`src/rtl/rtc_pkg.sv`:
```
package rtc_pkg;
  localparam int RTC_AW = 3;

  typedef enum logic [RTC_AW-1:0] {
    RA_SEC = 3'd0,
    RA_PRE = 3'd1,
    RA_ALM = 3'd2,
    RA_CMP = 3'd3,
    RA_CTL = 3'd4,
    RA_STS = 3'd5
  } rtc_reg_e;

  localparam int ST_INV = 0;
  localparam int ST_OVF = 1;
  localparam int ST_ALM = 2;
endpackage

```
`src/rtl/rtc_prescaler.sv`:
```
module rtc_prescaler #(
  parameter int PRE_W    = 16,
  parameter int TICK_BIT = 14
) (
  input  logic             clk,
  input  logic             rst,
  input  logic             run,
  input  logic             load,
  input  logic [PRE_W-1:0] load_val,
  output logic [PRE_W-1:0] count,
  output logic             tick
);
  logic [PRE_W-1:0] nxt;

  assign nxt  = count + 1'b1;
  // a second ends where the tick bit falls on the next increment
  assign tick = run & count[TICK_BIT] & ~nxt[TICK_BIT];

  always_ff @(posedge clk) begin
    if (rst)       count <= '0;
    else if (load) count <= load_val;
    else if (run)  count <= nxt;
  end
endmodule

```
`src/rtl/rtc_seconds.sv`:
```
module rtc_seconds #(
  parameter int SEC_W = 32
) (
  input  logic             clk,
  input  logic             rst,
  input  logic             tick,
  input  logic             load,
  input  logic [SEC_W-1:0] load_val,
  output logic [SEC_W-1:0] count,
  output logic             wrap
);
  assign wrap = tick & (&count);

  always_ff @(posedge clk) begin
    if (rst)       count <= '0;
    else if (load) count <= load_val;
    else if (tick) count <= count + 1'b1;
  end
endmodule

```
`src/rtl/rtc_comp_interval.sv`:
```
module rtc_comp_interval #(
  parameter int CMP_W = 8
) (
  input  logic             clk,
  input  logic             rst,
  input  logic             tick,
  input  logic [CMP_W-1:0] interval,
  input  logic [CMP_W-1:0] setting,
  output logic [CMP_W-1:0] cic,
  output logic [CMP_W-1:0] active
);
  always_ff @(posedge clk) begin
    if (rst) begin
      cic    <= '0;
      active <= '0;
    end else if (tick) begin
      if (cic == '0) begin
        cic    <= interval;
        active <= setting;
      end else begin
        cic    <= cic - 1'b1;
      end
    end
  end
endmodule

```
`src/rtl/rtc_sec_core.sv`:
```
module rtc_sec_core
  import rtc_pkg::*;
#(
  parameter int DATA_W   = 32,
  parameter int PRE_W    = 16,
  parameter int TICK_BIT = 14,
  parameter int SEC_W    = 32,
  parameter int CMP_W    = 8
) (
  input  logic              clk,
  input  logic              rst,
  input  logic              bus_wr,
  input  logic              bus_rd,
  input  logic [RTC_AW-1:0] bus_addr,
  input  logic [DATA_W-1:0] bus_wdata,
  output logic [DATA_W-1:0] bus_rdata,
  output logic              alarm_flag,
  output logic              overflow_flag,
  output logic              invalid_flag
);
  logic             ctl_en, inv_q, ovf_q, af_q;
  logic [SEC_W-1:0] alm_q, sec;
  logic [PRE_W-1:0] pre;
  logic [CMP_W-1:0] cir_q, tcr_q, cic, tcv;
  logic             run, tick, wrap;
  logic             wr_sec, wr_pre, wr_alm, wr_cmp, wr_ctl;
  logic [DATA_W-1:0] rd_mux;

  assign run    = ctl_en & ~inv_q & ~ovf_q;
  assign wr_sec = bus_wr && (bus_addr == RA_SEC) && !ctl_en;
  assign wr_pre = bus_wr && (bus_addr == RA_PRE) && !ctl_en;
  assign wr_alm = bus_wr && (bus_addr == RA_ALM);
  assign wr_cmp = bus_wr && (bus_addr == RA_CMP);
  assign wr_ctl = bus_wr && (bus_addr == RA_CTL);

  rtc_prescaler #(.PRE_W(PRE_W), .TICK_BIT(TICK_BIT)) u_pre (
    .clk(clk), .rst(rst), .run(run), .load(wr_pre),
    .load_val(bus_wdata[PRE_W-1:0]), .count(pre), .tick(tick)
  );

  rtc_seconds #(.SEC_W(SEC_W)) u_sec (
    .clk(clk), .rst(rst), .tick(tick), .load(wr_sec),
    .load_val(bus_wdata[SEC_W-1:0]), .count(sec), .wrap(wrap)
  );

  rtc_comp_interval #(.CMP_W(CMP_W)) u_cmp (
    .clk(clk), .rst(rst), .tick(tick), .interval(cir_q),
    .setting(tcr_q), .cic(cic), .active(tcv)
  );

  always_ff @(posedge clk) begin
    if (rst) begin
      ctl_en <= 1'b0;
      inv_q  <= 1'b1;
      ovf_q  <= 1'b0;
      af_q   <= 1'b0;
      alm_q  <= '0;
      cir_q  <= '0;
      tcr_q  <= '0;
    end else begin
      if (wr_ctl) ctl_en <= bus_wdata[0];
      if (wr_sec) inv_q <= 1'b0;
      if (wr_sec)    ovf_q <= 1'b0;
      else if (wrap) ovf_q <= 1'b1;
      if (wr_alm) begin
        alm_q <= bus_wdata[SEC_W-1:0];
        af_q  <= 1'b0;
      end else if (tick && (sec == alm_q)) begin
        af_q  <= 1'b1;
      end
      if (wr_cmp) begin
        cir_q <= bus_wdata[2*CMP_W-1:CMP_W];
        tcr_q <= bus_wdata[CMP_W-1:0];
      end
    end
  end

  always_comb begin
    case (bus_addr)
      RA_SEC:  rd_mux = DATA_W'(sec);
      RA_PRE:  rd_mux = (inv_q | ovf_q) ? '0 : DATA_W'(pre);
      RA_ALM:  rd_mux = DATA_W'(alm_q);
      RA_CMP:  rd_mux = DATA_W'({cic, tcv, cir_q, tcr_q});
      RA_CTL:  rd_mux = DATA_W'(ctl_en);
      RA_STS:  rd_mux = DATA_W'({af_q, ovf_q, inv_q});
      default: rd_mux = '0;
    endcase
  end

  always_ff @(posedge clk) begin
    if (rst)         bus_rdata <= '0;
    else if (bus_rd) bus_rdata <= rd_mux;
  end

  assign alarm_flag    = af_q;
  assign overflow_flag = ovf_q;
  assign invalid_flag  = inv_q;
endmodule

```
`config.mk`:
```
export PLATFORM = sky130hd
export DESIGN_NAME = rtc_sec_core
export DESIGN_NICKNAME = d
export VERILOG_FILES = /design/src/rtl/rtc_pkg.sv /design/src/rtl/rtc_prescaler.sv /design/src/rtl/rtc_seconds.sv /design/src/rtl/rtc_comp_interval.sv /design/src/rtl/rtc_sec_core.sv
export SDC_FILE = /design/constraint.sdc
export NUM_CORES = 1
export LEC_CHECK = 0
export ABC_CLOCK_PERIOD_IN_PS = 6200
export BUFFER_PORTS_ARGS = -buffer_cell sky130_fd_sc_hd__buf_4
export CAP_MARGIN = 10
export CORE_MARGIN = 3
export CORE_UTILIZATION = 60
export CTS_BUF_LIST = sky130_fd_sc_hd__clkbuf_8
export DETAILED_ROUTE_END_ITERATION = 16
export PLACE_DENSITY = 0.85
export SETUP_SLACK_MARGIN = 0.05
export SLEW_MARGIN = 40
export SYNTH_ARGS = -nofsm -noshare
export SYNTH_HDL_FRONTEND = slang
export SYNTH_SLANG_ARGS = --single-unit
```
`constraint.sdc`:
```
create_clock -name clk -period 6.2 [get_ports clk]
set_input_delay 1.24 -clock clk [delete_from_list [all_inputs] [get_ports clk]]
set_output_delay 1.24 -clock clk [all_outputs]
set_load 0.02 [all_outputs]
```
==> results.sh <==
export IMPL_ys_seq_elements=148
export IMPL_p_leak_uw=0.002951
export IMPL_synth_edf_count=0
export IMPL_synth_top_family_by_area="simple AND/OR/NAND/NOR gates"
export IMPL_synth_compound_area_share_pct=21.32
export IMPL_nNetsFinal=1075
export IMPL_cts_buffers=17
export IMPL_synthTopCellsByArea="dfxtp_1 38%, nand2_1 8.3%, a21oi_1 7.9%"
export IMPL_tns_ps=0
export IMPL_yosysTopAreaCellShare_pct=37.50
export IMPL_timing_rr_end="alarm_flag$_SDFFE_PP0P_"
export IMPL_die_area_um2=14580
export IMPL_hp_class="reg2reg"
export IMPL_track_usage_pct=33.49
export IMPL_drc_errors=0
export IMPL_yosysWarningCount=0
export IMPL_yosysMostFrequentCell="nand2_1"
export IMPL_h_tree_depth=4
export IMPL_tritoncts="done"
export IMPL_ys_seq_area_share_pct=37.50
export IMPL_syn_num_nets=1052
export IMPL_drt_wl_total_mm=24.32
export IMPL_timing_critical_path_to_type="flop"
export IMPL_synth_fa_ha_area_share_pct=0.6335
export IMPL_synthCells=1009
export IMPL_crit_start="u_pre.count[0]$_SDFFE_PP0P_"
export IMPL_reg2reg_from="u_pre.count[0]$_SDFFE_PP0P_"
export IMPL_post_route_min_period_ps=2947
export IMPL_rsz0062_at_grt="false"
export IMPL_cp_max_fo=15
export IMPL_outcome="completed"
export IMPL_cts_hold_buf=0
export IMPL_synth_main_ff_cell="dfxtp_1"
export IMPL_setup_slack_ps=3253
export IMPL_antenna_found_initial=0
export IMPL_firstDrtPassIters=6
export IMPL_clock_sinks=148
export IMPL_initialDrtViolationCount=1236
export IMPL_yosys_area_share_simple_pct=26.48
export IMPL_post_route_period_util_pct=47.52
export IMPL_grt_pass1_wl_mm=38.70
export IMPL_report_final_slew_viol_count=0
export IMPL_rows=41
export IMPL_syn_to_final_growth_pct=11.53
export IMPL_gp_congestion=0.9484
export IMPL_reg2reg_depth=6
export IMPL_fp_dieH_um=120.7
export IMPL_start_util_pct=62.10
export IMPL_ys_types=63
export IMPL_async_reset_ff_share_pct=0
export IMPL_vias=8071
export IMPL_antenna_cells=0
export IMPL_ant_nets=0
export IMPL_synth_top_area_cell="dfxtp_1"
export IMPL_cts_root_buf="clkbuf_8"
export IMPL_die_x_um=120.7
export IMPL_first_global_vias=7369
export IMPL_viasPerCell=6.632
export IMPL_min_delay_start="u_cmp.active[7]$_SDFFE_PP0P_"
export IMPL_finClkSkew_ps=13.41
export IMPL_setup_viol=0
export IMPL_synth_xor_xnor_area_share_pct=3.548
export IMPL_clk_latency_ps=470
export IMPL_maxClockFrequency_ghz=0.3394
export IMPL_netlist_area_um2=7900
export IMPL_globalRoute_totalOverflow=0
export IMPL_place_worst_setup_slack_ps=2938
export IMPL_peakVddDrop_mv=0.1387
export IMPL_hold_path_depth=2
export IMPL_worstPathRequired_ps=6600
export IMPL_r2r_setup_slack_ps=3250
export IMPL_core_um2=12720
export IMPL_avgSynthCellArea_um2=7.830
export IMPL_clk_pin_slew_ps=90
export IMPL_dp_hpwl_mm=16.22
export IMPL_tightest_slew_ps=842.6
export IMPL_portBuffers=73
export IMPL_post_cts_setup_buffers=0
export IMPL_power_density_nw_per_um2=224.0
export IMPL_cp_arrival_ps=3340
export IMPL_grt_max_degree=106
export IMPL_drive_gt1_share_pct=16.56
export IMPL_start_kind="flop"
export IMPL_crit_type="reg2reg"
export IMPL_maxSlewHeadroom_pct=43.67
export IMPL_synthMuxAreaShare_pct=5.242
export IMPL_io_pins=74
export IMPL_hold_path_end="u_cmp.active[7]$_SDFFE_PP0P_"
export IMPL_clock_path_buffers=2
export IMPL_hold_viol=0
export IMPL_ys_top_cells_by_count="174 x nand2_1, 148 x dfxtp_1, 125 x a21oi_1"
export IMPL_wl_per_cell_um=19.98
export IMPL_cts_resized=0
export IMPL_cap_violations=0
==> state kept, by name, indices dropped and copies added, names as in the netlist, 8 cells and up <==
signal and cells:
cir_q 8, bus_rdata 32, u_pre.count 16, tcr_q 8, u_cmp.active 8, alm_q 32
u_sec.count 32, u_cmp.cic 8
==> report_power, final <==
part	switching [uW]	internal (uW)
Sequential	25.4	970
Clock	397	413
Combinational	105	62.9
Total	528	1450
==> area by class of cell <==
class,count,area [um^2]
Clock inverter,14,175.2
Tap cell,172,215.2
Multi-Input combinational cell,773,4553
Timing Repair Buffer,82,619.3
Sequential cell,148,2963
Clock buffer,18,247.7
Fill cell,1092,3911
Inverter,10,37.54
==> layout by cell type (no fill, tap or decap), types with 3 or more instances in the layout <==
cell,count
nor3b_1,4
nand2b_1,4
nand4_1,26
xor2_1,5
nand2_1,174
a31oi_1,25
o211ai_1,8
or2_2,3
a22o_1,17
and3_1,9
xnor2_1,27
nor2_1,77
mux2_2,35
nand3_1,31
inv_1,10
or3_1,10
dfxtp_1,148
o21ai_0,26
clkbuf_8,18
a32oi_1,5
o21a_1,3
nor4_1,13
and4_1,7
a221oi_1,8
bufinv_16,3
nor2b_1,17
a211oi_1,21
nor4_2,3
a22oi_1,20
a2bb2oi_1,3
a21oi_1,125
ha_1,4
clkinvlp_4,3
nor3_1,20
inv_6,4
o311ai_0,5
or4_1,7
buf_4,81
==> routing by layer <==
metal	part of all wire, %	track usage (%)
met5	0	0
met4	4.3	15.93
met3	11	8.887
met2	45	50.93
met1	39	44.27
==> worst max path at each step <==
stage                                   end  slack, ps  depth (start not counted)
3_3_place_gp   u_pre.count[11]$_SDFFE_PP0P_       2550                          6
2_1_floorplan  u_pre.count[11]$_SDFFE_PP0P_       3440                          5
3_5_place_dp   u_sec.count[22]$_SDFFE_PP0P_       2940                          6
4_1_cts             alarm_flag$_SDFFE_PP0P_       3390                          6
5_1_grt        u_pre.count[11]$_SDFFE_PP0P_       3180                          6
6_report            alarm_flag$_SDFFE_PP0P_       3250                          6
==> per-stage QoR <==
| step | area, um^2 | total power, uW | util, % | std cells | hold WS [ps] |
|---|---|---|---|---|---|
| floorplan | 7900 | 1112 | - | 1009 | 428.4 |
| global placement | 8366 | 1176 | 65.76 | 1185 | 436.4 |
| detailed placement | 8388 | 1180 | 65.93 | 1185 | 441.5 |
| CTS | 8811 | 1969 | 69.26 | 1217 | 452.6 |
| global route | 8811 | 2032 | 69.26 | 1217 | 470.8 |
| finish | 8811 | 1973 | 69.26 | 1217 | 453.5 |
==> logic make-up after synthesis <==
kind of cell / Yosys count
compound gates: 272
xor+xnor: 32
fa+ha+maj: 4
simple gates: 428
mux: 37
buf+inv: 88
flops: 148
==> worst max-delay path: stages (launching register included) <==
cell,delay [ps]
dfxtp_1,500
ha_1,270
nand3_1,250
or4_1,850
nor4_1,580
nand4_1,220
a21oi_1,200
Power figures use the tool's default switching activity.
